`config.mk`:
```
export PLATFORM = sky130hd
export DESIGN_NAME = wildcard_alarm
export DESIGN_NICKNAME = d
export VERILOG_FILES = /design/src/rtl/wildcard_alarm_pkg.sv /design/src/rtl/alarm_digit_cmp.sv /design/src/rtl/alarm_flag_ctl.sv /design/src/rtl/alarm_wave_mux.sv /design/src/rtl/wildcard_alarm.sv
export SDC_FILE = /design/constraint.sdc
export NUM_CORES = 1
export LEC_CHECK = 0
export ABC_AREA = 1
export BUFFER_PORTS_ARGS = -buffer_cell sky130_fd_sc_hd__buf_2
export CORE_ASPECT_RATIO = 1.75
export CORE_MARGIN = 4
export CORE_UTILIZATION = 55
export CTS_CLUSTER_DIAMETER = 200
export DETAILED_ROUTE_END_ITERATION = 12
export PLACE_DENSITY = 0.8
export SLEW_MARGIN = 20
export SYNTH_ARGS = -nofsm -noshare
export SYNTH_HDL_FRONTEND = slang
export SYNTH_SLANG_ARGS = --single-unit
export TNS_END_PERCENT = 100
```
`constraint.sdc`:
```
create_clock -name clk -period 1.53 [get_ports clk]
set_input_delay 0.153 -clock clk [delete_from_list [all_inputs] [get_ports clk]]
set_output_delay 0.153 -clock clk [all_outputs]
set_load 0.1 [all_outputs]
```
`src/rtl/wildcard_alarm_pkg.sv`:
```
// Shared types for the wildcard alarm block.
// Assumes 4-bit digits; the select register encoding is fixed by software.
package wildcard_alarm_pkg;

    localparam int NUM_TONES = 5;
    localparam logic [3:0] WILDCARD = 4'hF;

    typedef enum logic [2:0] {
        OUT_T2048 = 3'd0,
        OUT_T1024 = 3'd1,
        OUT_T64   = 3'd2,
        OUT_T16   = 3'd3,
        OUT_T1    = 3'd4,
        OUT_PULSE = 3'd5,
        OUT_LEVEL = 3'd6,
        OUT_BUSY  = 3'd7
    } out_mode_e;

    typedef enum logic [1:0] {
        PL_IDLE  = 2'd0,
        PL_ARMED = 2'd1,
        PL_LOW   = 2'd2
    } pulse_st_e;

    typedef struct packed {
        logic      latched;
        out_mode_e mode;
    } sel_t;

    typedef struct packed {
        logic alarm_off;
        logic out_off;
    } ctrl_t;

endpackage

```
`src/rtl/alarm_digit_cmp.sv`:
```
// Per-digit wildcard comparator: hit is high when each alarm digit equals
// its time digit or holds the wildcard code. Pure combinational logic.
module alarm_digit_cmp #(
    parameter int NUM_DIGITS = 11,
    parameter int DIG_W      = 4
) (
    input  logic [NUM_DIGITS*DIG_W-1:0] alarm_vec,
    input  logic [NUM_DIGITS*DIG_W-1:0] time_vec,
    output logic                        hit
);
    import wildcard_alarm_pkg::*;

    logic [NUM_DIGITS-1:0] dig_ok;

    for (genvar g = 0; g < NUM_DIGITS; g++) begin : g_dig
        logic [DIG_W-1:0] a_d;
        logic [DIG_W-1:0] t_d;
        assign a_d = alarm_vec[g*DIG_W +: DIG_W];
        assign t_d = time_vec[g*DIG_W +: DIG_W];
        // Digit agrees on equality or on the all-ones wildcard.
        always_comb dig_ok[g] = (a_d == t_d) || (a_d == {DIG_W{1'b1}});
    end

    // All digits must agree.
    always_comb hit = &dig_ok;

endmodule

```
`src/rtl/alarm_flag_ctl.sv`:
```
// Coincidence flag: registers the enabled compare result, detects the start
// of a match and keeps the flag in self-clearing or latched style.
// Assumes control writes are single-cycle strobes and take priority.
module alarm_flag_ctl (
    input  logic clk,
    input  logic rst_n,
    input  logic hit,
    input  logic alarm_on,
    input  logic latched,
    input  logic ctrl_wr,
    input  logic ctrl_set,
    output logic match_q,
    output logic flag_q
);

    logic live;
    logic start;

    // Enabled coincidence and its leading edge.
    always_comb begin
        live  = hit && alarm_on;
        start = live && !match_q;
    end

    // Registered coincidence for edge detection and read-back.
    always_ff @(posedge clk) begin
        if (!rst_n) match_q <= 1'b0;
        else        match_q <= live;
    end

    // Flag update: control write first, then auto clear, then set on match start.
    always_ff @(posedge clk) begin
        if (!rst_n)                  flag_q <= 1'b0;
        else if (ctrl_wr)            flag_q <= ctrl_set;
        else if (!latched && !live)  flag_q <= 1'b0;
        else if (start)              flag_q <= 1'b1;
    end

    p_latch_hold_r5: assert property (@(posedge clk) disable iff (!rst_n)
        (flag_q && latched && !ctrl_wr) |=> flag_q);

    p_auto_clear_r4: assert property (@(posedge clk) disable iff (!rst_n)
        (!latched && !ctrl_wr && !(hit && alarm_on)) |=> !flag_q);

    p_ctrl_wins_r6: assert property (@(posedge clk) disable iff (!rst_n)
        ctrl_wr |=> (flag_q == $past(ctrl_set)));

endmodule

```
`src/rtl/alarm_wave_mux.sv`:
```
// Pin waveform selector: tone gating, one-period pulse, steady level or
// busy pass-through, with an output-off override holding the pin high.
// Assumes tick_32k is a one-clock strobe and tone taps are square levels.
module alarm_wave_mux
    import wildcard_alarm_pkg::*;
(
    input  logic                 clk,
    input  logic                 rst_n,
    input  logic                 flag_q,
    input  out_mode_e            mode,
    input  logic                 out_off,
    input  logic [NUM_TONES-1:0] tone_taps,
    input  logic                 tick_32k,
    input  logic                 busy_i,
    output logic                 pin_n
);

    logic      flag_d;
    pulse_st_e pst;
    logic      tone_bit;

    // Delayed flag for rise detection.
    always_ff @(posedge clk) begin
        if (!rst_n) flag_d <= 1'b0;
        else        flag_d <= flag_q;
    end

    // Pulse sequencer: arm on flag rise, go low on next tick, end on the one after.
    always_ff @(posedge clk) begin
        if (!rst_n) pst <= PL_IDLE;
        else begin
            case (pst)
                PL_IDLE:  if (flag_q && !flag_d) pst <= PL_ARMED;
                PL_ARMED: if (tick_32k)          pst <= PL_LOW;
                PL_LOW:   if (tick_32k)          pst <= PL_IDLE;
                default:                         pst <= PL_IDLE;
            endcase
        end
    end

    // Pick the tone tap addressed by the mode code.
    always_comb begin
        tone_bit = 1'b0;
        for (int k = 0; k < NUM_TONES; k++)
            if (mode == out_mode_e'(k)) tone_bit = tone_taps[k];
    end

    // Active-low pin selection.
    always_comb begin
        if (out_off) pin_n = 1'b1;
        else begin
            case (mode)
                OUT_PULSE: pin_n = (pst != PL_LOW);
                OUT_LEVEL: pin_n = !flag_q;
                OUT_BUSY:  pin_n = !busy_i;
                default:   pin_n = !(flag_q && tone_bit);
            endcase
        end
    end

    p_pulse_idle_r9: assert property (@(posedge clk) disable iff (!rst_n)
        (pst == PL_IDLE && !(flag_q && !flag_d)) |=> (pst == PL_IDLE));

    p_pin_high_off_r12: assert property (@(posedge clk) disable iff (!rst_n)
        out_off |-> pin_n);

    p_busy_route_r11: assert property (@(posedge clk) disable iff (!rst_n)
        (!out_off && mode == OUT_BUSY) |-> (pin_n == !busy_i));

endmodule

```
`src/rtl/wildcard_alarm.sv`:
```
// Top: alarm digit registers, select and control registers, wildcard compare,
// coincidence flag and pin waveform. Assumes DIG_W >= 4 and that addresses
// NUM_DIGITS and NUM_DIGITS+1 fit in ADDR_W bits.
module wildcard_alarm
    import wildcard_alarm_pkg::*;
#(
    parameter int NUM_DIGITS = 11,
    parameter int DIG_W      = 4,
    parameter int ADDR_W     = 4
) (
    input  logic                        clk,
    input  logic                        rst_n,
    input  logic                        wr_en,
    input  logic [ADDR_W-1:0]           wr_addr,
    input  logic [DIG_W-1:0]            wr_data,
    input  logic [NUM_DIGITS*DIG_W-1:0] time_vec,
    input  logic [NUM_TONES-1:0]        tone_taps,
    input  logic                        tick_32k,
    input  logic                        busy_i,
    output logic                        alarm_n,
    output logic                        flag_o,
    output logic                        match_o
);

    localparam int VEC_W = NUM_DIGITS * DIG_W;
    localparam logic [ADDR_W-1:0] SEL_ADDR  = ADDR_W'(NUM_DIGITS);
    localparam logic [ADDR_W-1:0] CTRL_ADDR = ADDR_W'(NUM_DIGITS + 1);

    logic [VEC_W-1:0] alarm_vec;
    sel_t             sel_q;
    ctrl_t            ctrl_q;
    logic             ctrl_wr;
    logic             hit;

    always_comb ctrl_wr = wr_en && (wr_addr == CTRL_ADDR);

    for (genvar g = 0; g < NUM_DIGITS; g++) begin : g_reg
        // Alarm digit storage, reset to wildcard.
        always_ff @(posedge clk) begin
            if (!rst_n)
                alarm_vec[g*DIG_W +: DIG_W] <= {DIG_W{1'b1}};
            else if (wr_en && wr_addr == ADDR_W'(g))
                alarm_vec[g*DIG_W +: DIG_W] <= wr_data;
        end
    end

    // Output select register: latch style and waveform code.
    always_ff @(posedge clk) begin
        if (!rst_n)                         sel_q <= '{latched: 1'b0, mode: OUT_LEVEL};
        else if (wr_en && wr_addr == SEL_ADDR) sel_q <= sel_t'(wr_data[3:0]);
    end

    // Control register: alarm-off and output-off bits.
    always_ff @(posedge clk) begin
        if (!rst_n)       ctrl_q <= '{alarm_off: 1'b1, out_off: 1'b0};
        else if (ctrl_wr) ctrl_q <= '{alarm_off: wr_data[2], out_off: wr_data[0]};
    end

    alarm_digit_cmp #(
        .NUM_DIGITS (NUM_DIGITS),
        .DIG_W      (DIG_W)
    ) i_cmp (
        .alarm_vec  (alarm_vec),
        .time_vec   (time_vec),
        .hit        (hit)
    );

    alarm_flag_ctl i_flag (
        .clk      (clk),
        .rst_n    (rst_n),
        .hit      (hit),
        .alarm_on (!ctrl_q.alarm_off),
        .latched  (sel_q.latched),
        .ctrl_wr  (ctrl_wr),
        .ctrl_set (wr_data[1]),
        .match_q  (match_o),
        .flag_q   (flag_o)
    );

    alarm_wave_mux i_wave (
        .clk       (clk),
        .rst_n     (rst_n),
        .flag_q    (flag_o),
        .mode      (sel_q.mode),
        .out_off   (ctrl_q.out_off),
        .tone_taps (tone_taps),
        .tick_32k  (tick_32k),
        .busy_i    (busy_i),
        .pin_n     (alarm_n)
    );

    p_off_no_match_r7: assert property (@(posedge clk) disable iff (!rst_n)
        ctrl_q.alarm_off |=> !match_o);

    p_wild_all_r3: assert property (@(posedge clk) disable iff (!rst_n)
        (&alarm_vec && !ctrl_q.alarm_off) |=> match_o);

endmodule

```
==> results of run 1 <==
[synthesized netlist by cell type, drive strengths merged]
master   count  area (sq um)
and3         1          6.26
o211ai      21           158
dfxtp       55          1100
o2111ai      1          8.76
nand3       19          95.1
nand2      172           646
or2          1          6.26
o22ai        1          6.26
nor3         5          46.3
a21oi       17          85.1
clkbuf      10          37.5
nor2        47           267
clkinv       1          3.75
xor2        14           123
nand4       12          75.1
o21ai       19          95.1
inv         88           330
[flip-flops by register name, indices dropped and copies added, names as in the netlist]
name            flops
alarm_vec          44
sel_q               4
i_flag.flag_q       1
ctrl_q              2
i_wave.pst          2
i_flag.match_q      1
i_wave.flag_d       1
[logic make-up after synthesis]
family          synth area share, %
buf+inv                        12.0
flops                          35.6
simple gates                   36.9
compound gates                 11.4
xor+xnor                       3.97
[worst max-delay path, delay by kind of cell, from the launching register on]
kind                   cells  cell delay [ns]
AO/OA/AOI/OAI              3             0.31
flip-flops                 1             0.37
buffers and inverters      1             0.19
AND/OR/NAND/NOR            1             0.23
[stage by stage]
step                TNS, ns  hold slack (ns)
finish              -0.0280            0.108
global route        -0.0759            0.128
CTS                 -0.0433            0.105
global placement          0            0.435
detailed placement        0            0.438
floorplan                 0            0.279
[final cells by class]
cell class              count  share of cell area [%]
well taps                  74                    2.54
repair buffers             65                    9.41
flip-flops and latches     55                    30.4
inverters                  89                    9.24
multi-input cells         330                    45.2
clock inverters             2                   0.962
clock buffers               6                    2.27
[layer usage]
layer	share of wire, %	wire length, microns
met1	38	2810
met2	56	4100
met3	4.2	306
met4	2.1	152
met5	0	0
[worst max path at each step]
| stage | startpoint | endpoint | slack, ns | cells past startpoint |
|---|---|---|---|---|
| after floorplan | sel_q[1] | alarm_n | 0.05 | 4 |
| after global placement | sel_q[1] | alarm_n | 0.25 | 5 |
| after detailed placement | sel_q[1] | alarm_n | 0.22 | 5 |
| after CTS | sel_q[1] | alarm_n | -0.04 | 5 |
| after global routing | sel_q[1] | alarm_n | -0.08 | 5 |
| final | sel_q[1] | alarm_n | -0.03 | 5 |
[timing repair]
item | in CTS | in global routing
pin swaps | 3 | 4
endpoints found under the setup margin | 1 | 1
resized for setup | 7 | 4
[report_power, final]
| part | switching, uW | leakage (uW) | internal [uW] |
|---|---|---|---|
| Combinational | 264 | 0.00149 | 165 |
| Sequential | 24.9 | 0.000447 | 1460 |
| Clock | 470 | 0.0000612 | 530 |
| Total | 759 | 0.00200 | 2160 |
==> flow_metrics.py, run 1 <==
metrics = {
    "status": {
        "status": "finished, violations left",
        "violations": "negative setup slack",
    },
    "power": {
        "power.density_nw_per_um2": 800,
        "vdd_drop_max_mv": 0.775,
        "leakage_uw": 0.00200,
        "power_uw": 2910,
    },
    "routing": {
        "vias": 3100,
        "antenna_left": 0,
        "drt-total-wl_microns": 7370,
        "drc_errors": 0,
        "avgViaCountPerCell": 4.99,
        "wl_per_cell_microns": 11.9,
        "dr.first_iter.drc_count": 112,
        "dr.pass1.iters": 4,
    },
    "synthesis": {
        "yosys_warnings": 0,
        "yosysSeqAreaShare_pct": 35.6,
        "netlist_area_sq_um": 3090,
        "synth_area_per_cell_sq_um": 6.38,
        "synthCells": 484,
        "synth_seq_cells": 55,
        "synth.net_count": 546,
        "synthDistinctLibCells": 23,
    },
    "layout": {
        "multi_input_area_sq_um": 1650,
        "fin_cells": 621,
        "fin_area_sq_um": 3640,
        "syn2layout_area_growth_pct": 17.9,
        "final_nets": 608,
        "diodes": 0,
        "final_common_cell": "nand2_1",
        "drive_gt1_share_pct": 20.1,
        "regArea_sq_um": 1110,
        "n_fill_cell": 512,
        "final_cell_mix": "172 x nand2_1, 76 x inv_1, 63 x buf_2",
        "fin_util_pct": 68.2,
    },
    "hold_path": {
        "timing.hold.worst.class": "in -> reg",
        "holdPathStages": 4,
        "min_from": "tick_32k",
        "hold_end": "i_wave.pst[1]",
    },
    "sta": {
        "slew_violations": 0,
        "fmax_mhz": 642,
        "worstMarginPinSlew_ns": 0.490,
        "period_needed_ns": 1.56,
        "skew_ns": 0.00960,
        "hold_viol_final": 0,
        "finalWorstSetupSlack_ns": -0.0280,
        "final.period_utilization_pct": 102,
        "rsz0062_at_grt": "true",
        "setup_viol": 1,
        "relSlewSlack_pct": 67.6,
    },
    "critical_path": {
        "cp-end-kind": "output pin",
        "cpMaxStageDelayCell": "dfxtp_4",
        "cpPeakStageDelay_ns": 0.37,
        "worst_ep_required_time_ns": 1.38,
        "worstPathCellList": "or2_4, o2111ai_2, a21oi_2, o21ai_4, buf_12",
        "cp_max_fo": 4,
        "path_class": "reg -> out",
        "timing.rr.start": "alarm_vec[32]",
        "r2r_cells": 10,
        "r2r_slack_ns": 0.28,
        "cp-start-kind": "register",
        "cp.arrival_ns": 1.41,
        "r2r-end": "i_flag.flag_q",
    },
    "place": {
        "dp.cells": 613,
        "post_dp_cell_area_sq_um": 3500,
        "dp_hpwl_microns": 5690,
        "portBuffers": 64,
        "pre_cts_slack_ns": 0.216,
        "gp_congestion": 0.794,
    },
    "global_route": {
        "grt_pass1_vias": 3127,
        "grt_max_degree": 42,
        "met1_usage_pct": 23.4,
        "grt_antenna_before_repair": 0,
        "groute.usage.overall_pct": 23.1,
        "grtUsageMet3_pct": 3.77,
        "grt_pass1_wl_microns": 12800,
        "use_met2_pct": 45.6,
        "grt-busiest-layer": "met2",
        "gr-total-overflow": 0,
    },
    "floorplan": {
        "chipWidth_microns": 64.7,
        "fp.coreArea_sq_um": 5340,
        "rows": 35,
        "die-height_microns": 107,
        "num_io_pins": 65,
        "start_util_pct": 57.8,
        "die_area_sq_um": 6930,
    },
    "clock_tree": {
        "cts_tree": "done",
        "cts-root-buf": "clkbuf_8",
        "insertion_delay_ns": 0.31,
        "cts_num_sinks": 55,
        "clkTransAtPathRegs_ns": 0.09,
        "clockBufferDepth": 2,
        "htreeDepth": 2,
        "numCtsBuffers": 5,
        "post_cts_buffers": 0,
        "ctsHoldBuffers": 0,
    },
    "run": {
        "maxCapViolations": 0,
    },
}
Power figures use the tool's default switching activity.
==> run 2: changes to the inputs <==
==> constraint.sdc (replaced) <==
create_clock -name clk -period 1.53 [get_ports clk]
set_input_delay 0.0765 -clock clk [delete_from_list [all_inputs] [get_ports clk]]
set_output_delay 0.0765 -clock clk [all_outputs]
set_load 0.1 [all_outputs]
==> run 2 against run 1 <==
Net effect:
- clock-buffer cell count is 1 lower
- core utilization down 0.42 points
- critical path type unchanged
- fmax increased by 4.0%
- non-clock buffer count up 1
- the flow now finishes without violations
- global-route usage down 1.1 points
- highest routed layer unchanged
- largest cell class unchanged
==> flow_metrics.py, run 2 (synthesis results as in run 1) <==
metrics = {
    "global_route": {
        "grt_antenna_before_repair": 0,
        "grt_pass1_wl_microns": 12200,
        "groute.usage.overall_pct": 22.1,
        "grt_max_degree": 25,
        "gr-total-overflow": 0,
        "grt_pass1_vias": 2896,
    },
    "sta": {
        "whs_ns": 0.0305,
        "slew_violations": 0,
        "setup_viol": 0,
        "skew_ns": 0.00992,
        "rsz0062_at_grt": "true",
        "relSlewSlack_pct": 67.6,
        "finalWorstSetupSlack_ns": 0.0318,
        "period_needed_ns": 1.50,
        "final.period_utilization_pct": 97.9,
        "fmax_mhz": 667,
        "worstMarginPinSlew_ns": 0.489,
        "hold_viol_final": 0,
    },
    "place": {
        "portBuffers": 64,
        "dp_hpwl_microns": 5610,
        "pre_cts_slack_ns": 0.254,
        "gp_congestion": 0.807,
    },
    "run": {
        "maxCapViolations": 0,
    },
    "routing": {
        "dr.first_iter.drc_count": 99,
        "drt-total-wl_microns": 7290,
        "avgViaCountPerCell": 4.86,
        "wl_per_cell_microns": 11.7,
        "drc_errors": 0,
        "dr.pass1.iters": 5,
        "antenna_left": 0,
        "vias": 3026,
    },
    "clock_tree": {
        "cts_num_sinks": 55,
        "cts-root-buf": "clkbuf_8",
        "htreeDepth": 2,
        "ctsHoldBuffers": 0,
        "cts_tree": "done",
        "insertion_delay_ns": 0.32,
        "post_cts_buffers": 0,
        "clkTransAtPathRegs_ns": 0.10,
        "clockBufferDepth": 2,
        "numCtsBuffers": 5,
    },
    "floorplan": {
        "die-height_microns": 107,
        "start_util_pct": 57.8,
        "chipWidth_microns": 64.7,
        "rows": 35,
        "fp.coreArea_sq_um": 5340,
        "die_area_sq_um": 6930,
        "num_io_pins": 65,
    },
    "layout": {
        "largest-register": "alarm_vec",
        "syn2layout_area_growth_pct": 17.2,
        "reg_top3": "alarm_vec x44, sel_q x4",
        "largest_reg_flops": 44,
        "drive_gt1_share_pct": 20.1,
        "final_cell_mix": "172 x nand2_1, 76 x inv_1, 63 x buf_2",
        "final_nets": 609,
        "diodes": 0,
        "final_common_cell": "nand2_1",
    },
    "power": {
        "vdd_drop_max_mv": 0.627,
        "leakage_uw": 0.00198,
        "power.density_nw_per_um2": 758,
    },
    "critical_path": {
        "cp.arrival_ns": 1.42,
        "cp_max_fo": 4,
        "worst_ep_required_time_ns": 1.45,
        "cp-start-kind": "register",
        "path_class": "reg -> out",
        "cp-end-kind": "output pin",
    },
    "status": {
        "status": "complete, no violations",
    },
    "hold_path": {
        "timing.hold.worst.class": "in -> reg",
    },
}
==> run 2: cell type report <==
class,instances,area (sq um)
inverters,89,337
multi-input cells,330,1640
well taps,74,92.6
fillers,524,1720
clock buffers,5,68.8
clock inverters,3,23.8
repair buffers,66,350
flip-flops and latches,55,1110
==> run 2: metal layers <==
metal  vias to the layer above  GRT usage (%)  wire [microns]
met2                        77           42.8            4030
li1                       1624              -               -
met4                         0           9.98             117
met3                        13           2.73             338
met1                      1312           22.8            2810
met5                         -              0               0
==> run 2: worst paths after layout <==
path / startpoint / cells past startpoint / slack (ns) / endpoint
setup / recovery: sel_q[1] / 5 / 0.03 / alarm_n
hold / removal: tick_32k / 4 / 0.03 / i_wave.pst[1]
hold reg to reg: sel_q[3] / 2 / 0.46 / sel_q[3]
setup reg to reg: alarm_vec[33] / 10 / 0.19 / i_flag.flag_q
==> run 2: report_power, final <==
part,switching (uW),total (uW),internal [uW]
Combinational,262,429,167
Clock,501,829,328
Sequential,25.0,1490,1460
==> run 2: repair_timing <==
action                     CTS  global route
gates resized for setup      6             4
pin swaps                    2             3
setup endpoints to repair    1             1
cloned                       0             0
==> run 2: through the flow <==
stage / utilization (%) / TNS, ns / std cells / total power [uW] / area [sq um]
after floorplan: - / 0 / 484 / 1780 / 3100
after global placement: 65.6 / 0 / 614 / 1940 / 3510
after detailed placement: 65.6 / 0 / 614 / 1950 / 3510
after CTS: 67.7 / 0 / 622 / 2760 / 3610
after global routing: 67.8 / -0.00572 / 622 / 2860 / 3620
final: 67.8 / 0 / 622 / 2740 / 3620
==> run 2: critical path: stages (launching register included) <==
cell	delay (ns)
dfxtp_4	0.37
or2_4	0.23
o2111ai_2	0.07
a21oi_2	0.10
o21ai_4	0.15
buf_12	0.19
==> run 3: changes to the inputs <==
--- a/config.mk
+++ b/config.mk
@@ -12,7 +12,7 @@
 export CORE_UTILIZATION = 55
 export CTS_CLUSTER_DIAMETER = 200
 export DETAILED_ROUTE_END_ITERATION = 12
-export PLACE_DENSITY = 0.8
+export PLACE_DENSITY = 0.87
 export SLEW_MARGIN = 20
 export SYNTH_ARGS = -nofsm -noshare
 export SYNTH_HDL_FRONTEND = slang
==> run 3 against run 2 <==
Net effect:
- non-clock buffer count unchanged
- largest power group unchanged
- cell count fell by 0.16%
- critical path depth stayed put
- wire length up 4.3%
- flip-flop and latch count is the same
- clock skew is 0.0013 ns higher
- worst hold slack improved by 0.0072 ns
==> flow_metrics.py, run 3 (synthesis results as in run 1) <==
metrics = {
    "status": {
        "status": "complete, no violations",
    },
    "global_route": {
        "gr-total-overflow": 0,
        "grt_antenna_before_repair": 0,
        "grt_pass1_vias": 3031,
        "grt_max_degree": 42,
        "grt_pass1_wl_microns": 12500,
        "groute.usage.overall_pct": 22.3,
    },
    "layout": {
        "drive_gt1_share_pct": 19.9,
        "syn2layout_area_growth_pct": 17.7,
        "fin_cells": 621,
        "n_fill_cell": 478,
        "fin_area_sq_um": 3630,
        "final_nets": 609,
        "largest-register": "alarm_vec",
        "diodes": 0,
        "largest_reg_flops": 44,
        "final_common_cell": "nand2_1",
        "reg_top3": "alarm_vec x44, sel_q x4",
        "final_cell_mix": "172 x nand2_1, 76 x inv_1, 63 x buf_2",
    },
    "routing": {
        "dr_wl_met2_microns": 4110,
        "wl_per_cell_microns": 12.2,
        "wl_met1_microns": 2840,
        "dr.pass1.iters": 4,
        "avgViaCountPerCell": 5.10,
        "drt-total-wl_microns": 7610,
        "maxUsedRoutingLayer": "met4",
        "antenna_left": 0,
        "dr.first_iter.drc_count": 124,
        "wl_met3_microns": 369,
        "vias": 3170,
        "drc_errors": 0,
    },
    "power": {
        "p_clk_share_pct": 32.7,
        "leakage_uw": 0.00199,
        "power.switching_uw": 742,
        "share_comb_of_total_power_pct": 15.2,
        "vdd_drop_max_mv": 0.492,
        "power.internal_uw": 2110,
        "power.density_nw_per_um2": 784,
        "switching_share_pct": 26.1,
        "pwr-share-seq_pct": 52.1,
    },
    "floorplan": {
        "die-height_microns": 107,
        "die_area_sq_um": 6930,
        "chipWidth_microns": 64.7,
        "fp.coreArea_sq_um": 5340,
        "rows": 35,
        "start_util_pct": 57.8,
        "num_io_pins": 65,
    },
    "sta": {
        "slew_violations": 0,
        "relSlewSlack_pct": 64.8,
        "hold_viol_final": 0,
        "setup_viol": 0,
        "skew_ns": 0.0113,
        "period_needed_ns": 1.47,
        "fmax_mhz": 680,
        "final.period_utilization_pct": 96.2,
        "worstMarginPinSlew_ns": 0.526,
    },
    "hold_path": {
        "timing.hold.worst.class": "in -> reg",
        "holdPathStages": 4,
    },
    "place": {
        "dp.cells": 613,
        "gp_congestion": 0.874,
        "portBuffers": 64,
        "post_dp_cell_area_sq_um": 3500,
        "dp_hpwl_microns": 5700,
    },
    "critical_path": {
        "r2r_cells": 9,
        "cp.arrival_ns": 1.40,
        "cp-end-kind": "output pin",
        "cp-start-kind": "register",
        "worst_ep_required_time_ns": 1.45,
        "path_class": "reg -> out",
        "cp_max_fo": 4,
    },
    "clock_tree": {
        "cts_num_sinks": 55,
        "htreeDepth": 2,
        "insertion_delay_ns": 0.31,
        "numCtsBuffers": 5,
        "cts-root-buf": "clkbuf_8",
        "clockBufferDepth": 2,
        "cts_tree": "done",
        "clkTransAtPathRegs_ns": 0.09,
    },
    "run": {
        "maxCapViolations": 0,
    },
}
==> run 3: path summary, 6_finish.rpt <==
path	from	end	slack (ns)
setup reg to reg	alarm_vec[17]	i_flag.flag_q	0.24
setup / recovery	sel_q[1]	alarm_n	0.06
hold / removal	tick_32k	i_wave.pst[1]	0.04
hold reg to reg	i_flag.flag_q	i_wave.flag_d	0.47
==> run 3: power by group through the flow <==
stage                     Sequential [uW]  Combinational [uW]  Clock, uW
after floorplan                      1520                 264          0
final                                1490                 432        932
after global routing                 1490                 488       1000
after detailed placement             1520                 426          0
after global placement               1520                 412          0
after CTS                            1490                 430        940
==> run 3: critical path, cell delays in order, from the launching register on <==
cell	delay, ns
dfxtp_4	0.37
or2_4	0.23
o2111ai_2	0.07
a21oi_2	0.09
o21ai_4	0.15
buf_12	0.19
==> run 3: repair_timing <==
| action | in CTS | in global routing |
|---|---|---|
| setup buffers | 0 | 1 |
| gates resized for setup | 5 | 6 |
| pin swaps | 2 | 5 |
| hold buffers | 0 | 0 |
| endpoints found under the setup margin | 1 | 1 |
| gates cloned | 0 | 0 |
==> run 3: layout make-up <==
cell class,count,area (sq um),share of cell area (%)
clock buffer,6,72.6,2.00
clock inverter,1,30.0,0.826
inverter,89,337,9.26
multi-input combinational,330,1650,45.3
sequential,55,1110,30.5
tap,74,92.6,2.55
timing repair buffer,66,350,9.64
==> run 3: per-layer routing <==
metal  global-route usage (%)  vias up
met5                        0        -
met3                     3.77       26
met1                     22.3     1426
met4                     12.9        0
met2                     41.8       89
li1                         -     1629
==> run 3: metrics by stage <==
| step | utilization, % | total power [uW] | setup WS [ns] | TNS [ns] | hold WS (ns) |
|---|---|---|---|---|---|
| detailed placement | 65.5 | 1940 | 0.246 | 0 | 0.363 |
| floorplan | - | 1780 | 0.128 | 0 | 0.203 |
| global placement | 65.5 | 1930 | 0.325 | 0 | 0.359 |
| global route | 68.0 | 2980 | -0.000521 | -0.000521 | 0.0734 |
| CTS | 67.7 | 2860 | 0.0285 | 0 | 0.0342 |
| finish | 68.0 | 2850 | 0.0585 | 0 | 0.0377 |
